===== src/rtl/trap_entry_seq.sv =====
module trap_entry_seq #(
  parameter int MAX_TL = 6,
  parameter int MAX_GL = 3,
  parameter int CWP_W  = 5,
  parameter int TT_W   = 9,
  parameter int PS_W   = 13,
  parameter int HPS_W  = 12,
  parameter int VA_W   = 64,
  localparam int TL_W  = $clog2(MAX_TL + 1),
  localparam int GL_W  = $clog2(MAX_GL + 1)
) (
  input  logic             clk,
  input  logic             rst_n,
  input  logic             trap_valid,
  input  logic [TT_W-1:0]  trap_type,
  input  logic             to_hyp,
  input  logic [TL_W-1:0]  cur_tl,
  input  logic [GL_W-1:0]  cur_gl,
  input  logic [CWP_W-1:0] cur_cwp,
  input  logic [7:0]       cur_asi,
  input  logic [7:0]       cur_ccr,
  input  logic [PS_W-1:0]  cur_ps,
  input  logic [HPS_W-1:0] cur_hps,
  input  logic [VA_W-1:0]  cur_pc,
  input  logic [VA_W-1:0]  cur_npc,
  output logic             done,
  output logic             red_taken,
  output logic [TL_W-1:0]  new_tl,
  output logic [GL_W-1:0]  new_gl,
  output logic [PS_W-1:0]  new_ps,
  output logic [HPS_W-1:0] new_hps,
  input  logic [TL_W-1:0]  rd_lvl,
  output logic [63:0]      rd_tstate,
  output logic [VA_W-1:0]  rd_tpc,
  output logic [VA_W-1:0]  rd_tnpc,
  output logic [HPS_W-1:0] rd_htstate,
  output logic [TT_W-1:0]  rd_tt
);

  localparam int PS_IE   = 1;
  localparam int PS_PRIV = 2;
  localparam int PS_AM   = 3;
  localparam int PS_PEF  = 4;
  localparam int PS_TLE  = 8;
  localparam int PS_CLE  = 9;
  localparam int HS_TLZ  = 0;
  localparam int HS_HPRV = 2;
  localparam int HS_RED  = 5;
  localparam int HS_IBE  = 10;

  logic [63:0]      ts_q  [1:MAX_TL];
  logic [VA_W-1:0]  tpc_q [1:MAX_TL];
  logic [VA_W-1:0]  tnpc_q[1:MAX_TL];
  logic [HPS_W-1:0] hts_q [1:MAX_TL];
  logic [TT_W-1:0]  tt_q  [1:MAX_TL];

  logic             go_red;
  logic [TL_W:0]    tl_inc;
  logic [TL_W-1:0]  lvl;
  logic [GL_W:0]    gl_inc;
  logic [GL_W-1:0]  gl_nxt;
  logic [VA_W-1:0]  pc_mask;
  logic [63:0]      ts_word;
  logic [PS_W-1:0]  ps_nxt;
  logic [HPS_W-1:0] hps_nxt;
  logic             rd_ok;

  assign go_red  = cur_hps[HS_RED] | (cur_tl == TL_W'(MAX_TL - 1));
  assign tl_inc  = {1'b0, cur_tl} + 1'b1;
  assign lvl     = (tl_inc > (TL_W+1)'(MAX_TL)) ? TL_W'(MAX_TL) : tl_inc[TL_W-1:0];
  assign gl_inc  = {1'b0, cur_gl} + 1'b1;
  assign gl_nxt  = (gl_inc > (GL_W+1)'(MAX_GL)) ? GL_W'(MAX_GL) : gl_inc[GL_W-1:0];
  assign pc_mask = {{(VA_W-32){~cur_ps[PS_AM]}}, {32{1'b1}}};

  always_comb begin
    ts_word        = '0;
    ts_word[42:40] = 3'(cur_gl);
    ts_word[39:32] = cur_ccr;
    ts_word[31:24] = cur_asi;
    ts_word[20:8]  = 13'(cur_ps);
    ts_word[4:0]   = 5'(cur_cwp);
  end

  always_comb begin
    ps_nxt  = cur_ps;
    hps_nxt = cur_hps;
    if (go_red) begin
      ps_nxt          = '0;
      ps_nxt[PS_PRIV] = cur_ps[PS_PRIV];
      ps_nxt[PS_PEF]  = 1'b1;
      hps_nxt[HS_RED]  = 1'b1;
      hps_nxt[HS_HPRV] = 1'b1;
      hps_nxt[HS_IBE]  = 1'b0;
      hps_nxt[HS_TLZ]  = 1'b0;
    end else begin
      ps_nxt[PS_PEF] = 1'b1;
      ps_nxt[PS_AM]  = 1'b0;
      ps_nxt[PS_IE]  = 1'b0;
      if (to_hyp) begin
        ps_nxt[PS_CLE]   = 1'b0;
        hps_nxt[HS_RED]  = 1'b0;
        hps_nxt[HS_HPRV] = 1'b1;
        hps_nxt[HS_IBE]  = 1'b0;
      end else begin
        ps_nxt[PS_PRIV] = 1'b1;
        ps_nxt[PS_CLE]  = cur_ps[PS_TLE];
      end
    end
  end

  always_ff @(posedge clk or negedge rst_n) begin
    if (!rst_n) begin
      done      <= 1'b0;
      red_taken <= 1'b0;
      new_tl    <= '0;
      new_gl    <= '0;
      new_ps    <= '0;
      new_hps   <= '0;
    end else begin
      done <= trap_valid;
      if (trap_valid) begin
        red_taken <= go_red;
        new_tl    <= lvl;
        new_gl    <= gl_nxt;
        new_ps    <= ps_nxt;
        new_hps   <= hps_nxt;
      end
    end
  end

  always_ff @(posedge clk or negedge rst_n) begin
    if (!rst_n) begin
      for (int i = 1; i <= MAX_TL; i++) begin
        ts_q[i]   <= '0;
        tpc_q[i]  <= '0;
        tnpc_q[i] <= '0;
        hts_q[i]  <= '0;
        tt_q[i]   <= '0;
      end
    end else if (trap_valid) begin
      ts_q[lvl]   <= ts_word;
      tpc_q[lvl]  <= cur_pc & pc_mask;
      tnpc_q[lvl] <= cur_npc & pc_mask;
      hts_q[lvl]  <= cur_hps;
      tt_q[lvl]   <= trap_type;
    end
  end

  assign rd_ok      = (rd_lvl != '0) && (rd_lvl <= TL_W'(MAX_TL));
  assign rd_tstate  = rd_ok ? ts_q[rd_lvl]   : '0;
  assign rd_tpc     = rd_ok ? tpc_q[rd_lvl]  : '0;
  assign rd_tnpc    = rd_ok ? tnpc_q[rd_lvl] : '0;
  assign rd_htstate = rd_ok ? hts_q[rd_lvl]  : '0;
  assign rd_tt      = rd_ok ? tt_q[rd_lvl]   : '0;

endmodule


===== config.mk =====
export PLATFORM = sky130hd
export DESIGN_NAME = trap_entry_seq
export DESIGN_NICKNAME = d
export VERILOG_FILES = /design/src/rtl/trap_entry_seq.sv
export SDC_FILE = /design/constraint.sdc
export NUM_CORES = 2
export LEC_CHECK = 0
export BUFFER_PORTS_ARGS = -buffer_cell sky130_fd_sc_hd__buf_2
export CAP_MARGIN = 5
export CORE_UTILIZATION = 30
export DETAILED_ROUTE_END_ITERATION = 12
export GPL_ROUTABILITY_DRIVEN = 0
export PLACE_DENSITY = 0.53
export SYNTH_ARGS = -nofsm -noshare
export SYNTH_HDL_FRONTEND = slang
export SYNTH_SLANG_ARGS = --single-unit

===== constraint.sdc =====
create_clock -name clk -period 3 [get_ports clk]
set_clock_uncertainty 0.2 [all_clocks]
set_input_delay 0.6 -clock clk [delete_from_list [all_inputs] [get_ports clk]]
set_output_delay 0.6 -clock clk [all_outputs]
set_load 0.01 [all_outputs]

# Word level (Yosys, flattened, before mapping)
# Index checks and enable logic that the tools add are counted.
dict set report classes {
  n_addsub 2
  mul 0
  div_mod_pow 0
  magnitude_cmp 6
  eq_ne 1
  shift 0
  n_mux 47
  bitwise_logic 6
  n_reduce_logical 3
}
# cell count
set op_table {}
lappend op_table {{$bwmux W384} 3}
lappend op_table {{$mux W64} 10}
lappend op_table {{$bmux W64 S3} 3}
lappend op_table {{$demux W64 S3} 1}
lappend op_table {{$and A64 B64 Y64} 2}
lappend op_table {{$bwmux W72} 1}
lappend op_table {{$bwmux W54} 1}
lappend op_table {{$mux W12} 4}
lappend op_table {{$bmux W12 S3} 1}
lappend op_table {{$demux W12 S3} 1}
lappend op_table {{$mux W9} 4}
lappend op_table {{$bmux W9 S3} 1}
lappend op_table {{$demux W9 S3} 1}
lappend op_table {{$mux W1} 11}
lappend op_table {{$ge A4 B4 Y1 const B} 2}
lappend op_table {{$not A3 Y4} 2}
lappend op_table {{$mux W3} 2}
lappend op_table {{$add A3 B1 Y4 const B} 1}
lappend op_table {{$gt A4 B3 Y1 const B} 1}
lappend op_table {{$lt A4 B1 Y1 const B} 1}
lappend op_table {{$mux W2} 2}
lappend op_table {{$mux W4} 1}
lappend op_table {{$add A2 B1 Y3 const B} 1}
lappend op_table {{$eq A3 B3 Y1 const B} 1}
lappend op_table {{other kinds (6)} 7}
dict set report totals {
  ff_bits 1310
  latch_bits 0
  ram_bits 0
  rom_bits 0
  inputBits 195
  n_memories 0
}

# Longest topological paths before layout
dict set report depth {
  depth_word 9
  ltp_mapped 10
  mapped_depth_nobuf 6
}

# Worst setup path after synthesis
# OpenSTA, ideal clock, no wires.
dict set report synth_path {
  kind {input-to-output}
  startpoint {input rd_lvl[1]}
  endpoint {output rd_tnpc[63]}
  arrival_time_ns 1.911
  t_required_ns 2.200
  slack_ns 0.289
  stages 8
  cell_sequence {buf_2 buf_2 clkbuf_1 clkbuf_1 nand2_1 a21oi_1 a31oi_1 nor2_1}
}
dict set report synth_via {
  elab_chain_cells 5
  word_cells_on_any_way 8
  cone_classes {1 x order compare; 4 x mux; 1 x bitwise; 2 x reduce/logical}
}
# item line
set synth_lines {}
lappend synth_lines {{start, declared} 32} ;# input logic [TL_W-1:0] rd_lvl,
lappend synth_lines {{$not A3 Y4 (implied by the code)} 152} ;# assign rd_tnpc = rd_ok ? tnpc_q[rd_lvl] : '0;
lappend synth_lines {{$bmux W64 S3} 152}
lappend synth_lines {{$mux W64 (implied by the code) (2 in series)} 152}
lappend synth_lines {{$mux W64 *} 152}
lappend synth_lines {{end, declared} 35} ;# output logic [VA_W-1:0] rd_tnpc,
# Mark *: on every way between the ends. The rest lies on a longest branch, timed or not. The select of a mux whose other input is x is not followed.

# Worst setup path in the final report
dict set report layout_path {
  startpoint {input rd_lvl[1]}
  endpoint {output rd_tnpc[35]}
}
# The elaborated chain is that of the path after synthesis.

==> metrics <==
largest net degree at the start of global routing=about 100; Global Route Usage Sum=17.0%; Starting Density=30.3%; WHS Path Cells=3; gr ovfl total=0; Peak supply drop=0.530 mV; Final period util=96.0%; highest clock rate=347 MHz; # port buffers=just over 400; final hold violation count=0; clock input transition at the sequential cells of the worst setup and hold paths=approximately 0.060 ns; Die H=422 um; total wire length=151,000 um; I/O pins=440; Post-DP Area=59,400 um^2; type of the worst min-delay path=in -> reg; initial antenna violation count=2; Setup Viol. Count Final=0; hold endpoint=new_ps[2]; number of max-cap violations=0; reg2reg start=tpc_q[133]; outcome=complete, no violations; Synth Flop Type=dfrtp_1; Antenna Violating Nets Remaining=0; CTS tree=done; register area share after synthesis=54.0%; Syn. warnings=0; via count=38,300; TritonRoute pass-1 iters=7; crit path DAT=approximately 2.1 ns; post-route insts no fill=7,928; critical path endpoint category=output pin; CP Launch Type=input port; die area=178,000 um^2; Cells after Synth=around 5,000; RSZ-0062 raised after global routing=false; Clock Tree Buf Depth=3; first-pass GRT wire length=238,000 um; row count=~150; crit path max fanout=40; Least-Margin Pin Slew=0.686 ns; CTS Sinks=1,140; layout net count=5,702; Final WS setup=0.121 ns; Reg-to-Reg End=tpc_q[133]; Static Leakage=about 30 nW; DR iter-0 viols=2,387; Max H-tree Level=4; area grow syn2layout=24.4%; layout cells sized above 1=31.0%; syn_area_per_cell=10.8 um^2; # DRC=0; final instance area=between 60,000 and 70,000 um^2; core footprint=around 170,000 um^2; Netlist Area Pre-Place=about 53,000 um^2; r2r setup slk=2.01 ns; Tmin final=2.88 ns; Pwr Density=728 nW/um^2; pre-CTS setup slack=-0.0297 ns; Worst Path Required=2.20 ns; number of synthesized flops with an enable pin=0; DR WL/cell=19.1 um; flops & latches, synth=1,140; clk_lat worst skew=0.76 ns; Via density=4.83; Async SR Flop Fraction=100%; CTS root buf=clkbuf_16; Worst Setup Path Type=in -> out; CTS buffer count=between 100 and 150; Max-slew headroom=a little over half; vias in the first global route=39,500; post-CTS setup buffer count=0; R2R cell count=1; Placed Instances=around 7,500; detailed placement HPWL=99,600 um; die width=422 um; min-delay src=cur_tl[2]; Cell variety after synth=37; fin. max-slew vios=0
[power breakdown]
group | total (mW) | switching [mW] | internal, mW
combinational | 9.81 | 4.41 | 5.41
clock | 16.3 | 6.65 | 9.62
sequential | 21.7 | 2.07 | 19.7
[state kept, by name, indices dropped and copies added, names as in the netlist]
signal,cells
done,1
hts_q,72
new_gl,2
new_hps,12
new_ps,11
new_tl,3
red_taken,1
tnpc_q,384
tpc_q,384
ts_q,216
tt_q,54
[worst max-delay path: stages]
cell     delay, ns
buf_8         0.18
buf_12        0.20
buf_12        0.20
o21ai_0       0.11
a21oi_1       0.16
a31oi_1       0.06
nor2_1        0.31
buf_2         0.20
[how the worst max path moves through the flow]
stage               slack, ns            end  startpoint
floorplan                0.29    rd_tnpc[63]   rd_lvl[1]
global placement         0.02    tnpc_q[273]   cur_tl[0]
detailed placement      -0.03      ts_q[169]   cur_tl[0]
CTS                      0.03  rd_htstate[5]   hts_q[65]
global route            0.005  rd_tstate[37]   rd_lvl[1]
finish                   0.12    rd_tnpc[35]   rd_lvl[1]
[cell type report]
type,instances,area (um^2)
timing repair buffer,857,7340
sequential,1140,28500
tap,2325,2910
inverter,188,706
multi-input combinational,3183,21900
clock buffer,196,3930
clock inverter,38,424
fill,17100,109000
antenna,1,2.50
[Yosys cell counts (38+ instances only)]
| master | instances | area [um^2] |
|---|---|---|
| buf_4 | 38 | 285 |
| nand2b_1 | 249 | 1560 |
| clkbuf_1 | 232 | 871 |
| nor2_1 | 196 | 736 |
| nor2b_1 | 66 | 413 |
| dfrtp_1 | 1140 | 28500 |
| a31oi_1 | 186 | 1160 |
| mux2_2 | 706 | 7950 |
| mux2_4 | 150 | 2250 |
| buf_2 | 90 | 450 |
| a21oi_1 | 187 | 936 |
| o22ai_1 | 184 | 1150 |
| nand2_1 | 678 | 2540 |
| inv_1 | 187 | 702 |
| o21ai_0 | 501 | 2510 |
[through the flow]
step / power, mW / setup TNS (ns) / hold slack (ns) / utilization, %
global placement: 31.3 / 0 / 0.245 / 34.1
CTS: 48.4 / 0 / 0.0613 / 37.7
detailed placement: 31.7 / -1.16 / 0.248 / 34.1
finish: 47.8 / 0 / 0.141 / 37.7
global route: 50.5 / 0 / 0.129 / 37.7
floorplan: 28.2 / 0 / 0.104 / -
[per-layer routing]
metal / wire length [um] / GRT usage (%) / vias up / share of wire, %
li1: - / - / 18000 / -
met1: 67000 / 21.9 / 19500 / 44
met2: 76000 / 29.5 / 658 / 50
met3: 4760 / 2.43 / 197 / 3.1
met4: 3560 / 5.06 / 0 / 2.4
met5: 0 / 0 / - / 0
[repair_timing]
item                       in CTS  in global routing
setup endpoints to repair       0                  3
hold buffers                  190                  0
hold endpoints to repair      859                  0
gates resized for setup         0                  3
[layout by cell type, fill, tap and decap left out, types with 30 or more instances in the layout]
cell and instances:
a21oi_1 187, a31oi_1 185, buf_12 108, buf_2 404, buf_4 148, clkbuf_1 33, clkbuf_16 140, conb_1 30
dfrtp_1 1140, dlygate4sd3_1 190, inv_1 187, mux2_2 706, mux2_4 150, nand2_1 677, nand2b_1 249, nor2_1 196
nor2b_1 66, o21ai_0 501, o22ai_1 184
[cells by family after synthesis]
| family | synth area share [%] |
|---|---|
| mux | 19.7 |
| flops | 54.0 |
| buf+inv | 4.92 |
| other cells | 0.00710 |
| fa+ha+maj | 0.0711 |
| xor+xnor | 0.0308 |
| simple gates | 10.1 |
| compound gates | 11.2 |
(Power assumes the default switching activity.)
